### config.mk
export PLATFORM = sky130hd
export DESIGN_NAME = acc16_core
export DESIGN_NICKNAME = d
export VERILOG_FILES = /design/src/rtl/acc16_pkg.sv /design/src/rtl/acc16_rst_sync.sv /design/src/rtl/acc16_alu.sv /design/src/rtl/acc16_regfile.sv /design/src/rtl/acc16_ctrl.sv /design/src/rtl/acc16_core.sv
export SDC_FILE = /design/constraint.sdc
export NUM_CORES = 1
export LEC_CHECK = 0
export BUFFER_PORTS_ARGS = -buffer_cell sky130_fd_sc_hd__buf_2
export CAP_MARGIN = 40
export CORE_UTILIZATION = 63
export CTS_BUF_LIST = sky130_fd_sc_hd__clkbuf_4 sky130_fd_sc_hd__clkbuf_8 sky130_fd_sc_hd__clkbuf_16
export DETAILED_ROUTE_END_ITERATION = 12
export GPL_TIMING_DRIVEN = 0
export HOLD_SLACK_MARGIN = 0.06
export PLACE_DENSITY_LB_ADDON = 0.25
export SLEW_MARGIN = 10
export SYNTH_ARGS = -nofsm -noshare
export SYNTH_HDL_FRONTEND = slang
export SYNTH_HIERARCHICAL = 1
export SYNTH_SLANG_ARGS = --single-unit
### constraint.sdc
create_clock -name clk -period 2.35 [get_ports clk]
set_clock_uncertainty 0.15 [all_clocks]
set_input_delay 0.3525 -clock clk [delete_from_list [all_inputs] [get_ports clk]]
set_output_delay 0.3525 -clock clk [all_outputs]
set_load 0.01 [all_outputs]
### src/rtl/acc16_pkg.sv
package acc16_pkg;

  localparam int OPC_W   = 4;
  localparam int RSEL_W  = 4;
  localparam int ZP_W    = 8;
  localparam int INSTR_W = OPC_W + RSEL_W + ZP_W;
  localparam int HI_W    = OPC_W + RSEL_W;

  localparam logic [OPC_W-1:0] OPC_SET = 4'h1;
  localparam logic [OPC_W-1:0] OPC_LD  = 4'h2;
  localparam logic [OPC_W-1:0] OPC_ST  = 4'h3;
  localparam logic [OPC_W-1:0] OPC_AND = 4'h8;
  localparam logic [OPC_W-1:0] OPC_OR  = 4'h9;
  localparam logic [OPC_W-1:0] OPC_ADD = 4'hA;
  localparam logic [OPC_W-1:0] OPC_SUB = 4'hB;
  localparam logic [OPC_W-1:0] OPC_CMP = 4'hC;
  localparam logic [OPC_W-1:0] OPC_XOR = 4'hF;

  typedef enum logic [2:0] {
    PH_FETCH,
    PH_LATCH,
    PH_EXEC,
    PH_MADDR,
    PH_MDATA
  } phase_e;

  typedef enum logic [2:0] {
    FN_AND,
    FN_OR,
    FN_XOR,
    FN_ADD,
    FN_SUB
  } alu_fn_e;

  typedef enum logic [1:0] {
    AC_KEEP,
    AC_ALU,
    AC_RF,
    AC_MEM
  } acc_src_e;

  function automatic logic op_is_alu(input logic [OPC_W-1:0] op);
    return (op == OPC_AND) || (op == OPC_OR) || (op == OPC_ADD) ||
           (op == OPC_SUB) || (op == OPC_CMP) || (op == OPC_XOR);
  endfunction

  function automatic logic op_uses_slot(input logic [OPC_W-1:0] op);
    return op_is_alu(op) || (op == OPC_LD) || (op == OPC_ST);
  endfunction

  function automatic alu_fn_e op_alu_fn(input logic [OPC_W-1:0] op);
    alu_fn_e fn;
    case (op)
      OPC_AND: fn = FN_AND;
      OPC_OR:  fn = FN_OR;
      OPC_XOR: fn = FN_XOR;
      OPC_ADD: fn = FN_ADD;
      default: fn = FN_SUB;
    endcase
    return fn;
  endfunction

endpackage

### src/rtl/acc16_rst_sync.sv
module acc16_rst_sync #(
  parameter int STAGES = 2
) (
  input  logic clk,
  input  logic rst_n,
  output logic rst_n_sync_o
);

  logic [STAGES-1:0] chain_q;
  logic [STAGES-1:0] chain_d;

  generate
    if (STAGES == 1) begin : g_one
      always_comb chain_d = 1'b1;
    end else begin : g_many
      always_comb chain_d = {chain_q[STAGES-2:0], 1'b1};
    end
  endgenerate

  always_ff @(posedge clk or negedge rst_n) begin
    if (!rst_n) chain_q <= '0;
    else        chain_q <= chain_d;
  end

  assign rst_n_sync_o = chain_q[STAGES-1];

endmodule

### src/rtl/acc16_alu.sv
module acc16_alu
  import acc16_pkg::*;
#(
  parameter int W = 16
) (
  input  logic [W-1:0] a_i,
  input  logic [W-1:0] b_i,
  input  alu_fn_e      fn_i,
  output logic [W-1:0] y_o,
  output logic         cy_o,
  output logic         zero_o
);

  logic [W:0] sum_w;
  logic [W:0] dif_w;

  assign sum_w = {1'b0, a_i} + {1'b0, b_i};
  assign dif_w = {1'b0, a_i} - {1'b0, b_i};

  always_comb begin
    y_o  = '0;
    cy_o = 1'b0;
    case (fn_i)
      FN_AND: y_o = a_i & b_i;
      FN_OR:  y_o = a_i | b_i;
      FN_XOR: y_o = a_i ^ b_i;
      FN_ADD: {cy_o, y_o} = sum_w;
      FN_SUB: {cy_o, y_o} = dif_w;
      default: y_o = '0;
    endcase
  end

  assign zero_o = (y_o == '0);

  always_comb begin
    if (fn_i == FN_SUB) begin
      assert_borrow_is_less_R5: assert (cy_o == (a_i < b_i));
    end
  end

endmodule

### src/rtl/acc16_regfile.sv
module acc16_regfile #(
  parameter int W     = 16,
  parameter int DEPTH = 16,
  localparam int IW   = $clog2(DEPTH)
) (
  input  logic          clk,
  input  logic          rst_n,
  input  logic          we_i,
  input  logic [IW-1:0] waddr_i,
  input  logic [W-1:0]  wdata_i,
  input  logic [IW-1:0] raddr_i,
  output logic [W-1:0]  rdata_o
);

  logic [W-1:0] slot_q [DEPTH];

  // Slot 0 is never stored: that index means "zero page" or "accumulator".
  always_ff @(posedge clk) begin
    for (int i = 1; i < DEPTH; i++) begin
      if (we_i && (waddr_i == IW'(i))) slot_q[i] <= wdata_i;
    end
  end

  assign rdata_o = (raddr_i == '0) ? '0 : slot_q[raddr_i];

  assert_slot0_unwritten_R8: assert property (@(posedge clk) disable iff (!rst_n)
    we_i |-> (waddr_i != '0));

endmodule

### src/rtl/acc16_ctrl.sv
module acc16_ctrl
  import acc16_pkg::*;
(
  input  logic              clk,
  input  logic              rst_n,
  input  logic [HI_W-1:0]   fetch_hi_i,
  output phase_e            phase_o,
  output logic [OPC_W-1:0]  op_o,
  output logic [RSEL_W-1:0] rsel_o,
  output logic              pc_step_o,
  output logic              mar_ld_o,
  output logic              mar_const_o,
  output logic              mem_we_o,
  output logic              flag_we_o,
  output logic              rf_we_o,
  output logic              rf_from_mem_o,
  output logic              opnd_mem_o,
  output acc_src_e          acc_src_o,
  output alu_fn_e           alu_fn_o
);

  phase_e          phase_q, phase_d;
  logic [HI_W-1:0] ir_q, ir_d;

  logic [OPC_W-1:0]  new_op;
  logic [RSEL_W-1:0] new_rs;
  logic              new_needs_mem;
  logic              cur_rz;

  assign new_op        = fetch_hi_i[HI_W-1 -: OPC_W];
  assign new_rs        = fetch_hi_i[RSEL_W-1:0];
  assign new_needs_mem = (new_op == OPC_SET) || (op_uses_slot(new_op) && (new_rs == '0));

  assign op_o   = ir_q[HI_W-1 -: OPC_W];
  assign rsel_o = ir_q[RSEL_W-1:0];
  assign cur_rz = (rsel_o == '0);

  // next-state process
  always_comb begin
    phase_d = phase_q;
    ir_d    = ir_q;
    case (phase_q)
      PH_FETCH: phase_d = PH_LATCH;
      PH_LATCH: begin
        ir_d    = fetch_hi_i;
        phase_d = new_needs_mem ? PH_MADDR : PH_EXEC;
      end
      PH_EXEC:  phase_d = PH_FETCH;
      PH_MADDR: phase_d = (op_o == OPC_ST) ? PH_FETCH : PH_MDATA;
      PH_MDATA: phase_d = PH_FETCH;
      default:  phase_d = PH_FETCH;
    endcase
  end

  // register process
  always_ff @(posedge clk or negedge rst_n) begin
    if (!rst_n) begin
      phase_q <= PH_FETCH;
      ir_q    <= '0;
    end else begin
      phase_q <= phase_d;
      ir_q    <= ir_d;
    end
  end

  // control decode
  always_comb begin
    pc_step_o     = 1'b0;
    mar_ld_o      = 1'b0;
    mar_const_o   = 1'b0;
    mem_we_o      = 1'b0;
    flag_we_o     = 1'b0;
    rf_we_o       = 1'b0;
    rf_from_mem_o = 1'b0;
    opnd_mem_o    = 1'b0;
    acc_src_o     = AC_KEEP;
    alu_fn_o      = op_alu_fn(op_o);
    case (phase_q)
      PH_LATCH: begin
        pc_step_o   = 1'b1;
        mar_ld_o    = 1'b1;
        mar_const_o = (new_op == OPC_SET);
      end
      PH_EXEC: begin
        if (op_is_alu(op_o)) begin
          flag_we_o = 1'b1;
          acc_src_o = (op_o == OPC_CMP) ? AC_KEEP : AC_ALU;
        end else if (op_o == OPC_LD) begin
          acc_src_o = AC_RF;
        end else if (op_o == OPC_ST) begin
          rf_we_o = 1'b1;
        end
      end
      PH_MADDR: mem_we_o = (op_o == OPC_ST);
      PH_MDATA: begin
        opnd_mem_o = 1'b1;
        if (op_is_alu(op_o)) begin
          flag_we_o = 1'b1;
          acc_src_o = (op_o == OPC_CMP) ? AC_KEEP : AC_ALU;
        end else if (op_o == OPC_LD) begin
          acc_src_o = AC_MEM;
        end else if (op_o == OPC_SET) begin
          pc_step_o = 1'b1;
          if (cur_rz) begin
            acc_src_o = AC_MEM;
          end else begin
            rf_we_o       = 1'b1;
            rf_from_mem_o = 1'b1;
          end
        end
      end
      default: ;
    endcase
  end

  assign phase_o = phase_q;

  assert_fetch_then_latch_R3: assert property (@(posedge clk) disable iff (!rst_n)
    phase_q == PH_FETCH |=> phase_q == PH_LATCH);

  assert_last_phase_refetch_R3: assert property (@(posedge clk) disable iff (!rst_n)
    (phase_q == PH_EXEC || phase_q == PH_MDATA) |=> phase_q == PH_FETCH);

  assert_store_one_cycle_R10: assert property (@(posedge clk) disable iff (!rst_n)
    mem_we_o |=> !mem_we_o);

endmodule

### src/rtl/acc16_core.sv
module acc16_core
  import acc16_pkg::*;
#(
  parameter int DATA_W      = 16,
  parameter int ADDR_W      = 16,
  parameter int SYNC_STAGES = 2
) (
  input  logic              clk,
  input  logic              rst_n,
  output logic [ADDR_W-1:0] mem_addr_o,
  output logic [DATA_W-1:0] mem_wdata_o,
  output logic              mem_we_o,
  input  logic [DATA_W-1:0] mem_rdata_i,
  output logic              zero_flag_o,
  output logic              carry_flag_o
);

  localparam int SLOTS  = 1 << RSEL_W;
  localparam int ZP_PAD = ADDR_W - ZP_W;

  logic rst_ni;

  logic [ADDR_W-1:0] pc_q, pc_d;
  logic [ADDR_W-1:0] mar_q, mar_d;
  logic [DATA_W-1:0] acc_q, acc_d;
  logic              zf_q, zf_d;
  logic              cf_q, cf_d;

  phase_e            phase;
  logic [OPC_W-1:0]  op;
  logic [RSEL_W-1:0] rsel;
  logic              pc_step, mar_ld, mar_const, flag_we;
  logic              rf_we, rf_from_mem, opnd_mem;
  acc_src_e          acc_src;
  alu_fn_e           alu_fn;

  logic [DATA_W-1:0] rf_rdata, rf_wdata, operand, alu_y;
  logic              alu_cy, alu_zero;
  logic [ADDR_W-1:0] pc_inc;

  acc16_rst_sync #(.STAGES(SYNC_STAGES)) u_rst (
    .clk          (clk),
    .rst_n        (rst_n),
    .rst_n_sync_o (rst_ni)
  );

  acc16_ctrl u_ctrl (
    .clk           (clk),
    .rst_n         (rst_ni),
    .fetch_hi_i    (mem_rdata_i[DATA_W-1 -: HI_W]),
    .phase_o       (phase),
    .op_o          (op),
    .rsel_o        (rsel),
    .pc_step_o     (pc_step),
    .mar_ld_o      (mar_ld),
    .mar_const_o   (mar_const),
    .mem_we_o      (mem_we_o),
    .flag_we_o     (flag_we),
    .rf_we_o       (rf_we),
    .rf_from_mem_o (rf_from_mem),
    .opnd_mem_o    (opnd_mem),
    .acc_src_o     (acc_src),
    .alu_fn_o      (alu_fn)
  );

  acc16_regfile #(.W(DATA_W), .DEPTH(SLOTS)) u_rf (
    .clk     (clk),
    .rst_n   (rst_ni),
    .we_i    (rf_we),
    .waddr_i (rsel),
    .wdata_i (rf_wdata),
    .raddr_i (rsel),
    .rdata_o (rf_rdata)
  );

  acc16_alu #(.W(DATA_W)) u_alu (
    .a_i    (acc_q),
    .b_i    (operand),
    .fn_i   (alu_fn),
    .y_o    (alu_y),
    .cy_o   (alu_cy),
    .zero_o (alu_zero)
  );

  assign operand  = opnd_mem ? mem_rdata_i : rf_rdata;
  assign rf_wdata = rf_from_mem ? mem_rdata_i : acc_q;
  assign pc_inc   = pc_q + ADDR_W'(1);

  // next-state process
  always_comb begin
    pc_d  = pc_step ? pc_inc : pc_q;
    mar_d = mar_q;
    if (mar_ld) begin
      mar_d = mar_const ? pc_inc : {{ZP_PAD{1'b0}}, mem_rdata_i[ZP_W-1:0]};
    end
    case (acc_src)
      AC_ALU:  acc_d = alu_y;
      AC_RF:   acc_d = rf_rdata;
      AC_MEM:  acc_d = mem_rdata_i;
      default: acc_d = acc_q;
    endcase
    zf_d = flag_we ? alu_zero : zf_q;
    cf_d = flag_we ? alu_cy   : cf_q;
  end

  // register process
  always_ff @(posedge clk or negedge rst_ni) begin
    if (!rst_ni) begin
      pc_q  <= '0;
      mar_q <= '0;
      acc_q <= '0;
      zf_q  <= 1'b0;
      cf_q  <= 1'b0;
    end else begin
      pc_q  <= pc_d;
      mar_q <= mar_d;
      acc_q <= acc_d;
      zf_q  <= zf_d;
      cf_q  <= cf_d;
    end
  end

  assign mem_addr_o   = (phase == PH_FETCH) ? pc_q : mar_q;
  assign mem_wdata_o  = acc_q;
  assign zero_flag_o  = zf_q;
  assign carry_flag_o = cf_q;

  assert_pc_advance_R3: assert property (@(posedge clk) disable iff (!rst_ni)
    phase == PH_LATCH |=> pc_q == $past(pc_q) + ADDR_W'(1));

  assert_cmp_keeps_acc_R6: assert property (@(posedge clk) disable iff (!rst_ni)
    ((phase == PH_EXEC || phase == PH_MDATA) && op == OPC_CMP) |=> $stable(acc_q));

  assert_flags_only_on_alu_R9: assert property (@(posedge clk) disable iff (!rst_ni)
    (phase == PH_FETCH || phase == PH_LATCH || phase == PH_MADDR) |=> ($stable(zf_q) && $stable(cf_q)));

  assert_store_in_zero_page_R10: assert property (@(posedge clk) disable iff (!rst_ni)
    mem_we_o |-> (mem_addr_o[ADDR_W-1:ZP_W] == '0 && phase == PH_MADDR));

  assert_idle_op_quiet_R11: assert property (@(posedge clk) disable iff (!rst_ni)
    (phase == PH_EXEC && !op_uses_slot(op)) |=> ($stable(acc_q) && $stable(zf_q) && $stable(cf_q)));

endmodule

==> metrics.yaml <==
worst_setup_path:
  crit_path_max_fanout: 10
  worst_setup_sp: "u_ctrl/ir_q[1]$_DFFE_PN0P_"
  worst_ep_required_time_ns: 2.61
  worstReg2RegEnd: "mem_wdata_o[14]$_DFFE_PN0P_"
  worst_ep_arrival_time_ns: 5.14
  worst_setup_path_endpoint: "mem_wdata_o[14]$_DFFE_PN0P_"
  endpoint_kind: "register"
  reg2reg_depth: 17
  flop_to_flop_setup_slack_ns: -2.53
  critPathLaunchType: "register"
  reg2reg_start: "u_ctrl/ir_q[1]$_DFFE_PN0P_"
  timing.setup.critical_path_class: "register to register"
hold_path:
  min_path_type: "primary input to register"
  holdPathStages: 2
clock_tree:
  cts_tree: "yes"
  root_buffer_master: "clkbuf_16"
  clk_path_buf_depth: 3
  path_clk_slew_ns: 0.06
  worstSkewPairLatency_ns: 0.55
  clock_tree.htree_level_count: 1
  cts_inserted_buffers: 29
  cts_sinks: 303
placed_design:
  detailed_place_hpwl_mm: 27.40
  port_buffers: 52
  gp_congestion: 0.9485
synth:
  number_of_warnings_printed_during_yosys_synthesis: 6
  post_synth_mux_area_share_pct: 13.96
  netlist_instances: 1216
  post_synth_num_cell_types: 92
  synth_area_per_cell_um2: 13.09
  synth.yosys.seq_area_share_pct: 55.19
  post_synth_and_or_nand_nor_area_fraction_pct: 8.609
  synth_edf_count: 240
  synth_nets: 1288
  async_flop_share_pct: 20.79
  netlist_top_cells_count: "240 x edfxtp_1, 87 x mux2_2, 80 x nand2_1"
  yosysMostFrequentCell: "edfxtp_1"
  synth_top_area_cell: "edfxtp_1"
  synth_compound_area_share_pct: 11.75
  post_synth_xor_area_fraction_pct: 1.926
  synth_top_flop_cell: "edfxtp_1"
  synth-adder-area-share_pct: 4.340
  post_synth_main_area_contributors: "edfxtp_1 45%, dfrtp_1 9.9%, mux2_2 6.2%, mux4_2 4.5%, ha_1 4.1%"
  seq_cells_post_synth: 303
  netlist_area_um2: 15910
  synth_top_family_by_area: "multiplexers"
  netlist.area_leader.share_pct: 45.29
timing:
  timing.max_slew.rel_slack_pct: 42.10
  slew_viol_final: 0
  worst_pin_slew_ns: 0.8667
  post-route-min-period_ns: 4.876
  report.final.setup_viol: 538
  final_critical_path_setup_slack_ns: -2.526
  max_freq_mhz: 205.1
  worst_hold_slack_ns: 0.08736
  report.final.hold_viol_count: 0
  rsz0062_at_grt: "true"
  period_share_pct: 207.5
final_layout:
  syn2layout_area_growth_pct: 33.07
  final_layout_size_suffix_gt1_share_pct: 44.28
  diode_count: 0
  num-nets-final: 1550
  postLayoutCoreUtil_pct: 86.32
grt:
  global_route.usage.total_pct: 34.62
  grt_max_degree: 62
  number_of_global_route_vias_before_repair: 11430
  global_route_wire_length_before_repair_mm: 67.31
  global_route.overflow_total: 0
  grt_antenna_before_repair: 3
run:
  maxCapViolCount: 0
floorplan:
  dieArea_um2: 25900
  rows: 57
  core_region_area_um2: 24530
  die_w_um: 160.9
  ioPinCount: 53
  die_h_um: 160.9
  floorplan.initialDensity_pct: 64.87
status:
  run_status: "complete, but fails checks"
  failing_checks: "negative setup slack"
route:
  detail_route.drc_violations: 0
  wl_per_cell_um: 30.88
  drt_iter0_markers: 1777
  ant_nets: 0
  route.vias.total: 12920
  via_per_inst: 7.103
  drt_pre_antenna_iters: 8
  routed_wl_mm: 56.17
-- cell type report --
| class | count | area (um2) |
|---|---|---|
| Tap cell | 324 | 405.4 |
| Clock inverter | 11 | 158.9 |
| Clock buffer | 37 | 785.8 |
| Timing Repair Buffer | 230 | 2123 |
| Multi-Input combinational cell | 784 | 8078 |
| Fill cell | 1046 | 3357 |
| Sequential cell | 303 | 8796 |
| Buffer | 69 | 590.6 |
| Inverter | 61 | 239.0 |
-- through the flow --
stage | std cells | cell area, um2 | setup WS [ns] | setup TNS (ns)
after floorplan | 1216 | 16210 | -2.008 | -81.65
after global placement | 1592 | 16870 | -3.027 | -262.15
after detailed placement | 1595 | 16920 | -3.101 | -207.64
after CTS | 1717 | 19310 | -2.409 | -167.99
after global routing | 1819 | 21180 | -2.584 | -264.35
final | 1819 | 21180 | -2.526 | -237.76
-- registers in the layout, indices dropped and copies added (netlist names) --
| name | cells |
|---|---|
| u_rf/slot_q | 240 |
| pc_q | 16 |
| mem_wdata_o | 16 |
| zero_flag_o | 1 |
| u_ctrl/ir_q | 8 |
| u_ctrl/phase_o | 3 |
| mar_q | 16 |
| u_rst/chain_q | 2 |
| carry_flag_o | 1 |
-- worst max-delay path: stages, from the launching register on --
cell and delay (ns):
dfrtp_2 0.44, buf_8 0.16, nand2b_1 0.43, clkbuf_4 0.35, o22ai_1 0.27, o22ai_2 0.13
mux2_4 0.31, inv_2 0.09, ha_4 0.23, o21a_1 0.20, o2111ai_2 0.23, a31oi_4 0.07
a211oi_4 0.22, o2bb2ai_2 0.20, o31ai_4 0.08, or4_4 0.50, o2bb2ai_4 0.18, mux4_2 0.48
-- worst min-delay path by stage --
stage / start / end / slack [ns]
3_3_place_gp: rst_n / u_rst/chain_q[1]$_DFF_PN0_ / -0.01
2_1_floorplan: rst_n / u_rst/chain_q[0]$_DFF_PN0_ / -0.09
6_report: mem_rdata_i[4] / mem_wdata_o[4]$_DFFE_PN0P_ / 0.09
4_1_cts: mem_rdata_i[4] / mem_wdata_o[4]$_DFFE_PN0P_ / 0.06
5_1_grt: mem_rdata_i[4] / mem_wdata_o[4]$_DFFE_PN0P_ / 0.09
3_5_place_dp: rst_n / u_rst/chain_q[0]$_DFF_PN0_ / -0.01
-- cell families (layout without fill, tap and decap cells) --
logic type	after synthesis	count (layout)
AND/OR/NAND/NOR	265	265
flip-flops	303	303
AO/OA/AOI/OAI	248	248
XOR/XNOR	35	35
other	1	1
adder cells (fa/ha/maj)	54	54
buffers and inverters	139	408
multiplexers	171	181
-- metal layers --
metal / part of all wire (%) / up-vias / track usage, %
met5: 0.12 / - / 0
met4: 6.3 / 4 / 14.84
met3: 11 / 283 / 5.372
met2: 48 / 1119 / 58.44
met1: 35 / 6347 / 44.66
li1: - / 5167 / -
-- cell usage in the layout (no fill, tap or decap), types with 10 or more instances in the layout --
cell type,instances
edfxtp_1,240
buf_4,103
nand2_1,77
buf_6,60
buf_2,60
mux2_2,59
dfrtp_1,55
inv_1,51
nor2_1,45
mux2i_1,39
mux2_4,38
ha_1,34
mux4_2,32
o22ai_2,32
clkbuf_16,31
a21oi_1,29
o21ai_0,24
o22ai_1,24
buf_12,22
xnor2_1,22
dlygate4sd3_1,21
ha_4,15
nor2_4,14
clkbuf_4,13
nor2b_1,13
xor2_1,12
clkbuf_1,11
nand3_1,11
nor3_1,11
nand2b_1,11
a21oi_2,10
a221oi_2,10
-- what timing repair did --
action | CTS | global route
gates resized for setup | 162 | 210
cloned | 2 | 14
hold buffers | 21 | 0
setup endpoints to repair | 447 | 537
setup buffers | 59 | 92
hold endpoints to repair | 17 | 0
pin swaps | 61 | 63
Power is left out: the tool's default activity adds up to more than one toggle a clock period on the data nets, which glitch-free logic cannot reach.
